`config.mk`:
```
export PLATFORM = sky130hd
export DESIGN_NAME = shswUnit
export DESIGN_NICKNAME = d
export VERILOG_FILES = /design/src/rtl/shswPkg.sv /design/src/rtl/shswCtrl.sv /design/src/rtl/shswDatapath.sv /design/src/rtl/shswUnit.sv
export SDC_FILE = /design/constraint.sdc
export NUM_CORES = 1
export LEC_CHECK = 0
export BUFFER_PORTS_ARGS = -buffer_cell sky130_fd_sc_hd__buf_4
export CAP_MARGIN = 10
export CELL_PAD_IN_SITES_DETAIL_PLACEMENT = 1
export CELL_PAD_IN_SITES_GLOBAL_PLACEMENT = 1
export CORE_ASPECT_RATIO = 0.75
export CORE_MARGIN = 1.5
export CORE_UTILIZATION = 30
export DETAILED_ROUTE_END_ITERATION = 8
export GPL_TIMING_DRIVEN = 0
export PLACE_DENSITY = 0.74
export SKIP_LAST_GASP = 1
export SYNTH_ARGS = -nofsm -noshare
export SYNTH_HDL_FRONTEND = slang
export SYNTH_HIERARCHICAL = 1
export SYNTH_SLANG_ARGS = --single-unit
```
`constraint.sdc`:
```
create_clock -name clk -period 5.65 [get_ports clk]
set_input_delay 1.13 -clock clk [delete_from_list [all_inputs] [get_ports clk]]
set_output_delay 1.13 -clock clk [all_outputs]
set_load 0.01 [all_outputs]
```
`src/rtl/shswPkg.sv`:
```
package shswPkg;

  localparam int AMT_W = 4;

  typedef enum logic [1:0] {
    OP_SRL  = 2'b00,
    OP_SL   = 2'b01,
    OP_SRA  = 2'b10,
    OP_SWAP = 2'b11
  } shOp_e;

  typedef struct packed {
    logic [AMT_W-1:0] amount;
    logic             goRight;
    logic             fillSign;
    logic             doSwap;
    logic             flagEn;
  } shCtrl_t;

endpackage

```
`src/rtl/shswCtrl.sv`:
```
module shswCtrl
  import shswPkg::*;
#(
  parameter int CNT_W = 16,
  parameter int IMM_W = 7
) (
  input  logic             clk,
  input  logic             rstN,
  input  logic [1:0]       opSel,
  input  logic             useImm,
  input  logic [IMM_W-1:0] immCnt,
  input  logic [CNT_W-1:0] regCnt,
  output shCtrl_t          ctrl
);

  localparam logic [CNT_W-1:0] LIM_MID  = CNT_W'(4);
  localparam logic [CNT_W-1:0] LIM_HIGH = CNT_W'(8);

  logic [CNT_W-1:0] reqCnt;
  logic [AMT_W-1:0] effAmt;
  shOp_e            op;

  assign op     = shOp_e'(opSel);
  assign reqCnt = useImm ? CNT_W'(immCnt) : regCnt;

  always_comb begin
    if (reqCnt >= LIM_HIGH)     effAmt = AMT_W'(8);
    else if (reqCnt >= LIM_MID) effAmt = AMT_W'(4);
    else                        effAmt = AMT_W'(reqCnt[1:0]);
  end

  always_comb begin
    ctrl          = '0;
    ctrl.amount   = effAmt;
    ctrl.goRight  = (op == OP_SRL) || (op == OP_SRA);
    ctrl.fillSign = (op == OP_SRA);
    ctrl.doSwap   = (op == OP_SWAP);
    ctrl.flagEn   = (op != OP_SWAP);
  end

  // only the quantized amounts ever reach the datapath
  a_r3_amt_legal: assert property (@(posedge clk) disable iff (!rstN)
    (ctrl.amount <= AMT_W'(4)) || (ctrl.amount == AMT_W'(8)));

  // a large requested count always becomes the full 8-place shift
  a_r3_high_clamp: assert property (@(posedge clk) disable iff (!rstN)
    (reqCnt >= LIM_HIGH) |-> (ctrl.amount == AMT_W'(8)));

endmodule

```
`src/rtl/shswDatapath.sv`:
```
module shswDatapath
  import shswPkg::*;
#(
  parameter int FIELD_W = 16,
  parameter int DATA_W  = 24
) (
  input  logic [FIELD_W-1:0] dstField,
  input  logic [FIELD_W-1:0] srcField,
  input  shCtrl_t            ctrl,
  output logic [DATA_W-1:0]  res,
  output logic               carry,
  output logic               zero,
  output logic               neg
);

  localparam int NBYTES = FIELD_W / 8;
  localparam int PAD_W  = DATA_W - FIELD_W;
  localparam int RX_W   = 2 * FIELD_W + 1;

  logic               fillBit;
  logic [RX_W-1:0]    rightExt;
  logic [FIELD_W:0]   leftExt;
  logic [FIELD_W-1:0] swapped;
  logic [FIELD_W-1:0] fieldOut;

  assign fillBit  = ctrl.fillSign & dstField[FIELD_W-1];
  assign rightExt = {{FIELD_W{fillBit}}, dstField, 1'b0} >> ctrl.amount;
  assign leftExt  = {1'b0, dstField} << ctrl.amount;

  for (genvar b = 0; b < NBYTES; b++) begin : g_swap
    assign swapped[b*8 +: 8] = srcField[(NBYTES-1-b)*8 +: 8];
  end

  always_comb begin
    if (ctrl.doSwap)       fieldOut = swapped;
    else if (ctrl.goRight) fieldOut = rightExt[FIELD_W:1];
    else                   fieldOut = leftExt[FIELD_W-1:0];
  end

  assign res   = {{PAD_W{1'b0}}, fieldOut};
  assign carry = ctrl.doSwap ? 1'b0 : (ctrl.goRight ? rightExt[0] : leftExt[FIELD_W]);
  assign zero  = ctrl.doSwap ? 1'b0 : (fieldOut == '0);
  assign neg   = ctrl.doSwap ? 1'b0 : fieldOut[FIELD_W-1];

endmodule

```
`src/rtl/shswUnit.sv`:
```
module shswUnit
  import shswPkg::*;
#(
  parameter int DATA_W  = 24,
  parameter int FIELD_W = 16,
  parameter int IMM_W   = 7
) (
  input  logic              clk,
  input  logic              rstN,
  input  logic [1:0]        opSel,
  input  logic [DATA_W-1:0] dstOpnd,
  input  logic [DATA_W-1:0] srcOpnd,
  input  logic [IMM_W-1:0]  immCnt,
  input  logic              useImm,
  output logic [DATA_W-1:0] result,
  output logic              flagC,
  output logic              flagZ,
  output logic              flagN,
  output logic              flagWe
);

  shCtrl_t           ctrl;
  logic [DATA_W-1:0] resNext;
  logic              carryNext, zeroNext, negNext;

  shswCtrl #(.CNT_W(FIELD_W), .IMM_W(IMM_W)) u_ctrl (
    .clk    (clk),
    .rstN   (rstN),
    .opSel  (opSel),
    .useImm (useImm),
    .immCnt (immCnt),
    .regCnt (srcOpnd[FIELD_W-1:0]),
    .ctrl   (ctrl)
  );

  shswDatapath #(.FIELD_W(FIELD_W), .DATA_W(DATA_W)) u_dp (
    .dstField (dstOpnd[FIELD_W-1:0]),
    .srcField (srcOpnd[FIELD_W-1:0]),
    .ctrl     (ctrl),
    .res      (resNext),
    .carry    (carryNext),
    .zero     (zeroNext),
    .neg      (negNext)
  );

  always_ff @(posedge clk) begin
    if (!rstN) begin
      result <= '0;
      flagC  <= 1'b0;
      flagZ  <= 1'b0;
      flagN  <= 1'b0;
      flagWe <= 1'b0;
    end else begin
      result <= resNext;
      flagC  <= carryNext;
      flagZ  <= zeroNext;
      flagN  <= negNext;
      flagWe <= ctrl.flagEn;
    end
  end

  a_r2_upper_zero: assert property (@(posedge clk) disable iff (!rstN)
    result[DATA_W-1:FIELD_W] == '0);

  a_r6_sign_fill: assert property (@(posedge clk) disable iff (!rstN)
    (opSel == OP_SRA && dstOpnd[FIELD_W-1]) |=> result[FIELD_W-1]);

  a_r7_swap_bytes: assert property (@(posedge clk) disable iff (!rstN)
    (opSel == OP_SWAP) |=> (result[7:0] == $past(srcOpnd[15:8])) &&
                           (result[15:8] == $past(srcOpnd[7:0])));

  a_r8_zero_count_no_carry: assert property (@(posedge clk) disable iff (!rstN)
    (useImm && immCnt == '0 && opSel != OP_SWAP) |=> !flagC);

  a_r10_swap_no_flags: assert property (@(posedge clk) disable iff (!rstN)
    (opSel == OP_SWAP) |=> (!flagWe && !flagC && !flagZ && !flagN));

endmodule

```
### Word level (Yosys, flattened, before mapping)

Cells that the tools add are included.

| storage, ports and cells | value |
|---|---|
| register bits after elaboration | 28 |
| bits in latches | 0 |
| RAM bits | 0 |
| memory bits (read-only) | 0 |
| bits of input ports | 60 |
| output and inout port bits | 28 |
| logic and storage cells | 25 |
| memories kept | 0 |

| cells by class | value |
|---|---|
| add/sub/neg operators | 0 |
| multiply operators | 0 |
| div/mod/pow operators | 0 |
| magnitude comparators | 2 |
| equality and inequality tests | 3 |
| shift operators | 2 |
| mux-type cells | 6 |
| bitwise operators | 2 |
| reductions and logical operators | 4 |

Operators with widths:

| operator | number |
|---|---|
| two-way mux 16 bit | 3 |
| >> shifter 33 x 4 -> 17 bit | 1 |
| left shift 16 x 4 -> 17 bit | 1 |
| >= comparator 16 x 3 -> 1 bit (second input constant) | 1 |
| >= comparator 16 x 4 -> 1 bit (second input constant) | 1 |
| logical NOT 16 bit | 1 |
| equality test 2 bit (second input constant) | 2 |
| two-way mux 4 bit | 1 |
| two-way mux 3 bit | 1 |
| logical NOT 2 bit | 1 |
| inequality test 2 bit (second input constant) | 1 |
| OR reduction 2 bit | 1 |
| bitwise AND 1 bit | 1 |
| logical OR 1 bit | 1 |
| two-way mux 1 bit | 1 |
| inverter 1 bit | 1 |

### Logic depth before layout (Yosys ltp)

Gate-level depths: netlist of the first run.

| depth | value |
|---|---|
| word-level depth | 8 |
| gate-level depth with buffers | 16 |

### Modules after synthesis

Netlist of the first run, hierarchy kept.

Modules (own cells, without submodules):

| module | instances | cells each | area each (um^2) | sequential area each (um^2) |
|---|---|---|---|---|
| shswDatapath | 1 | 264 | 2164.6 | 0.0 |
| shswUnit | 1 | 58 | 785.8 | 560.5 |
| shswCtrl | 1 | 26 | 186.4 | 0.0 |

### Least setup slack after synthesis of the first run

OpenSTA, ideal clock, no wires.

| timing | value |
|---|---|
| kind | in2reg |
| start point | input port useImm |
| end point | register flagZ |
| setup time | 0.057 ns |
| data arrival time | 3.751 ns |
| required time | 5.593 ns |
| path slack | 1.841 ns |
| stages | 13 |
| cells stage by stage | buf_6 -> nor4_4 -> a22oi_1 -> nor3_1 -> buf_6 -> buf_8 -> mux4_2 -> nor3b_1 -> a2111oi_2 -> o2111ai_1 -> nor4_1 -> and4_1 -> and2_2 |

RTL lines:

| element | line | source |
|---|---|---|
| start: declaration | shswUnit.sv:14 | `input logic useImm,` |
| end signal: assignment | shswUnit.sv:56 | `flagZ <= zeroNext;` |
| end: declaration | shswUnit.sv:17 | `output logic flagZ,` |

==> results_dict.tcl, run 1 <==
set metrics [dict create \
    status "completed" \
    pre_cts_slack_ps 990.5 \
    p_int_w 0.0004102 \
    clk_path_buf_depth 2 \
    gp_congestion 0.9570 \
    cp-start-kind "input pin" \
    synth-async-reset-ratio 0 \
    cts_tree "done" \
    io_buffer_count 69 \
    hpwl_um 9911 \
    ys_types 63 \
    wl_met3_um 1366 \
    yosysSeqAreaShare 0.1787 \
    grt_max_degree 16 \
    combPwrFrac 0.338 \
    cp.arrival_ps 4780 \
    wl_per_cell_um 22.04 \
    ctsRootBufferMaster "clkbuf_16" \
    fmaxAchievable_mhz 218.5 \
    ios 88 \
    layout-drive-gt1-share 0.3692 \
    ant_nets 0 \
    dieArea_um2 11080 \
    hold_depth 3 \
    sw_frac_of_total 0.2900 \
    synthCells 348 \
    worst-path-max-fanout 10 \
    grt-ovfl-total 0 \
    route.layer.met1.wl_um 5302 \
    final_common_cell "buf_4" \
    cellLeakagePower_nw 1.507 \
    hold_path.class "input pin to flip-flop" \
    slew_violations 0 \
    finalCritPeriodShare 0.8101 \
    synth-edff-count 0 \
    grtUsageTotal 0.2266 \
    via_per_inst 5.857 \
    grt_pass1_vias 3385 \
    avgSynthCellArea_um2 9.014 \
    fin_area_um2 3943 \
    synth_seq_cells 28 \
    route.met2.wl_um 5678 \
    cp_data_required_time_ps 5850 \
    p_total_w 0.0005777 \
    holdPathEnd "flagWe" \
    vias 3309 \
    post_cts_resized 0 \
    post_cts_buffers 0 \
    clkSlewWorstSetupHoldPaths_ps 60 \
    finalCriticalPeriod_ps 4577 \
    max-slew-margin-rel 0.4228 \
    synth_area_um2 3137 \
    die_h_um 91.56 \
    firstDrtPassIters 5 \
    clkSinkCount 28 \
    power.switching_w 0.0001675 \
    initial_core_util 0.3072 \
    seqPwrFrac 0.369 \
    power_frac_clock 0.293 \
    yosysWarnings 6 \
    cp-end-kind "flip-flop" \
    powerDensity_nw_per_um2 146.5 \
    worst_pin_slew_ps 856.8 \
    cts_buffers 3 \
    setup_viol 0 \
    grt_setup_unrepaired "false" \
    routed.top_layer "met4" \
    hold_start "opSel[1]" \
    grt_pass1_wl_um 19510 \
    hold_viol 0 \
    htree_levels 1 \
    row_count 32 \
    finalWorstSetupSlack_ps 1073 \
    drt-total-wl_um 12450 \
    drc 0 \
    drtIter0Drc 437 \
    drv_cap 0 \
    layout_common_cells "80 x buf_4, 29 x nor2_1, 28 x dfxtp_1, 28 x mux2i_1, 25 x nand2_1" \
    die_w_um 121.1 \
    antenna_found_initial 0 \
    area_growth_pct 25.69 \
    final_nets 489 \
    final.setup.tns_ps 0 \
    worstSetupPathType "input pin to flip-flop" \
    place_area_um2 3851 \
    ir_drop_mv 0.1383 \
    synth_ff_type "dfxtp_1" \
    coreArea_um2 10210 \
    hold_buffers 0 \
]
-- synth_stat cells (all sizes together) (9+ instances only) --
cell type | number | area (um2)
nand2 | 25 | 93.84
dfxtp | 28 | 560.5
a211oi | 9 | 72.57
mux4 | 25 | 589.3
o21ai | 12 | 60.05
and2 | 34 | 242.7
a21oi | 17 | 85.08
nor3 | 10 | 50.05
mux2i | 28 | 280.3
buf | 30 | 247.7
clkbuf | 10 | 37.54
nor2 | 29 | 108.9
-- cells by family (layout without fill, tap and decap cells) --
| kind of cell | Yosys count | count (layout) | share of synthesized area |
|---|---|---|---|
| AOI/OAI and AO/OA | 79 | 79 | 0.1839 |
| buffers and inverters | 49 | 122 | 0.1017 |
| DFF | 28 | 28 | 0.1787 |
| muxes | 58 | 58 | 0.2964 |
| other | 1 | 9 | 0.001196 |
| and+or+nand+nor | 133 | 133 | 0.2381 |
-- sequential cells by signal, indices dropped and copies added (netlist names) --
signal  cells
flagC       1
flagN       1
flagWe      1
flagZ       1
result     24
-- power by group through the flow --
stage | logic (W) | clock network [W] | registers, W
after global routing | 0.000209 | 0.000184 | 0.000214
final | 0.000195 | 0.000169 | 0.000213
after floorplan | 0.0000962 | 0 | 0.000224
after detailed placement | 0.000191 | 0 | 0.000218
after CTS | 0.000192 | 0.000173 | 0.000214
after global placement | 0.000186 | 0 | 0.000217
-- layout make-up --
class,instances,area [um2]
Antenna cell,1,2.502
Buffer,40,285.3
Clock buffer,4,88.84
Fill cell,1227,6267
Inverter,9,33.78
Multi-Input combinational cell,278,2283
Sequential cell,28,560.5
Tap cell,136,170.2
Timing Repair Buffer,69,518.0
-- metal layers --
layer	GRT usage	vias up
met3	0.04020	15
met5	0	-
li1	-	1462
met4	0.02157	0
met1	0.3326	1624
met2	0.3580	208
-- worst max-delay path by stage --
stage / start / end / slack [ps] / depth (start not counted)
after floorplan: useImm / flagZ / 1840 / 13
after global placement: srcOpnd[12] / flagZ / 990 / 14
after detailed placement: srcOpnd[12] / flagZ / 990 / 14
after CTS: srcOpnd[12] / flagZ / 1210 / 14
after global routing: srcOpnd[12] / flagZ / 900 / 14
final: srcOpnd[12] / flagZ / 1070 / 14
-- stage by stage --
stage / cells / utilization / hold slack (ps)
2_1_floorplan: 355 / - / 1266
3_3_place_gp: 560 / 0.3772 / 1464
3_5_place_dp: 560 / 0.3772 / 1474
4_1_cts: 564 / 0.3859 / 1207
5_1_grt: 564 / 0.3859 / 1220
6_report: 565 / 0.3862 / 1209
-- worst max-delay path: stages --
cell       delay, ps
buf_4            120
nor4_2           540
nand4_1          190
a21oi_1          160
buf_2            210
clkbuf_1         480
nor2_1           200
a22oi_2          230
a31oi_1          140
a2111oi_2        440
o2111ai_1        190
nor4_1           360
and4_1           260
and2_2           130
Note: power is estimated with default switching activity, not from simulation.
==> run 2, diff against run 1 <==
PLACE_DENSITY = 0.77   (was 0.74)
clock period = 4.1 ns   (was 5.65 ns; I/O delays follow)
==> run 2 against run 1 <==
  * Cell count shrank 0.18%
  * Critical path depth is the same
  * Total power grew 47%
  * Sequential power grew 38%
  * Critical path type unchanged
==> results_dict.tcl, run 2 (same netlist as run 1, synthesis figures left out) <==
set metrics [dict create \
    finalCritPeriodShare 0.9583 \
    max-slew-margin-rel 0.5418 \
    cp-start-kind "input pin" \
    final_common_cell "buf_4" \
    hold_path.class "input pin to flip-flop" \
    antenna_found_initial 0 \
    fin_area_um2 3983 \
    htree_levels 1 \
    largest_reg_flops 24 \
    powerDensity_nw_per_um2 213.5 \
    final_nets 489 \
    setup_viol 0 \
    ctsRootBufferMaster "clkbuf_16" \
    hold_start "rstN" \
    drtIter0Drc 264 \
    finalCriticalPeriod_ps 3929 \
    initial_core_util 0.3072 \
    clkSinkCount 28 \
    layout_common_cells "80 x buf_4, 29 x nor2_1, 28 x dfxtp_1, 28 x mux2i_1, 25 x nand2_1" \
    dieArea_um2 11080 \
    row_count 32 \
    fin_util 0.3901 \
    io_buffer_count 69 \
    place_area_um2 3851 \
    via_per_inst 5.840 \
    ant_nets 0 \
    clkSlewWorstSetupHoldPaths_ps 70 \
    layout-drive-gt1-share 0.3762 \
    status "completed" \
    wl_per_cell_um 22.34 \
    cp_data_required_time_ps 4310 \
    grt_max_degree 17 \
    crit_start "srcOpnd[12]" \
    slew_violations 0 \
    worstSetupPathType "input pin to flip-flop" \
    cp.arrival_ps 4140 \
    grtUsageTotal 0.2340 \
    antenna_cells 0 \
    cp-end-kind "flip-flop" \
    ios 88 \
    vias 3294 \
    drt-total-wl_um 12600 \
    largest_register "result" \
    p_total_w 0.0008502 \
    grt_pass1_vias 3356 \
    drc 0 \
    grt-ovfl-total 0 \
    hold_viol 0 \
    drv_cap 0 \
    area_growth_pct 26.96 \
    hpwl_um 10130 \
    ir_drop_mv 0.1561 \
    clk_path_buf_depth 2 \
    coreArea_um2 10210 \
    die_w_um 121.1 \
    firstDrtPassIters 4 \
    worst-path-max-fanout 10 \
    fmaxAchievable_mhz 254.5 \
    worst_pin_slew_ps 680.1 \
    cts_buffers 3 \
    cellLeakagePower_nw 1.519 \
    cts_tree "done" \
    grt_pass1_wl_um 19830 \
    die_h_um 91.56 \
    gp_congestion 0.9640 \
    hold_ws_ps 897.2 \
]
[run 2: worst paths after layout]
kind | to | slack (ps) | depth (start not counted)
min | flagZ | 900 | 2
max | flagZ | 170 | 14
[run 2: per-stage QoR]
step	setup WS, ps	instances	setup TNS (ps)
after floorplan	601.4	355	0
after global placement	-268.3	560	-268.3
after detailed placement	-322.4	560	-380.5
after CTS	13.79	564	0
after global routing	-31.44	564	-31.44
final	171.1	564	0
[run 2: power by group]
part | leakage (nW) | total (W) | internal (W) | switching, W
logic | 1.24 | 0.000271 | 0.000128 | 0.000143
clock network | 0.0511 | 0.000285 | 0.000194 | 0.0000910
registers | 0.232 | 0.000294 | 0.000289 | 0.00000528
[run 2: area by class of cell]
type	instances	area, um2
Buffer	40	291.5
Clock buffer	3	75.07
Clock inverter	1	30.03
Fill cell	1209	6227
Inverter	9	33.78
Multi-Input combinational cell	278	2303
Sequential cell	28	560.5
Tap cell	136	170.2
Timing Repair Buffer	69	518.0
[run 2: repair_timing]
action,in CTS,in global routing
hold buffers,0,0
cloned,0,0
resized for setup,2,4
setup endpoints to repair,1,2
setup buffers,0,0
[run 2: metal layers]
metal,global-route usage,wire [um],up-vias
li1,-,-,1461
met1,0.3417,5700,1669
met2,0.3722,5952,159
met3,0.03580,896,5
met4,0.03039,52,0
met5,0,0,-
[run 2: critical path, stage by stage]
cell and delay [ps]:
buf_4 130, nor4_4 400, a22oi_1 120, nor3_1 140
buf_2 240, clkbuf_4 270, buf_4 240, buf_4 220
clkbuf_4 250, mux2i_1 320, o221ai_1 210, nor4_2 410
and4_1 230, and2_2 130
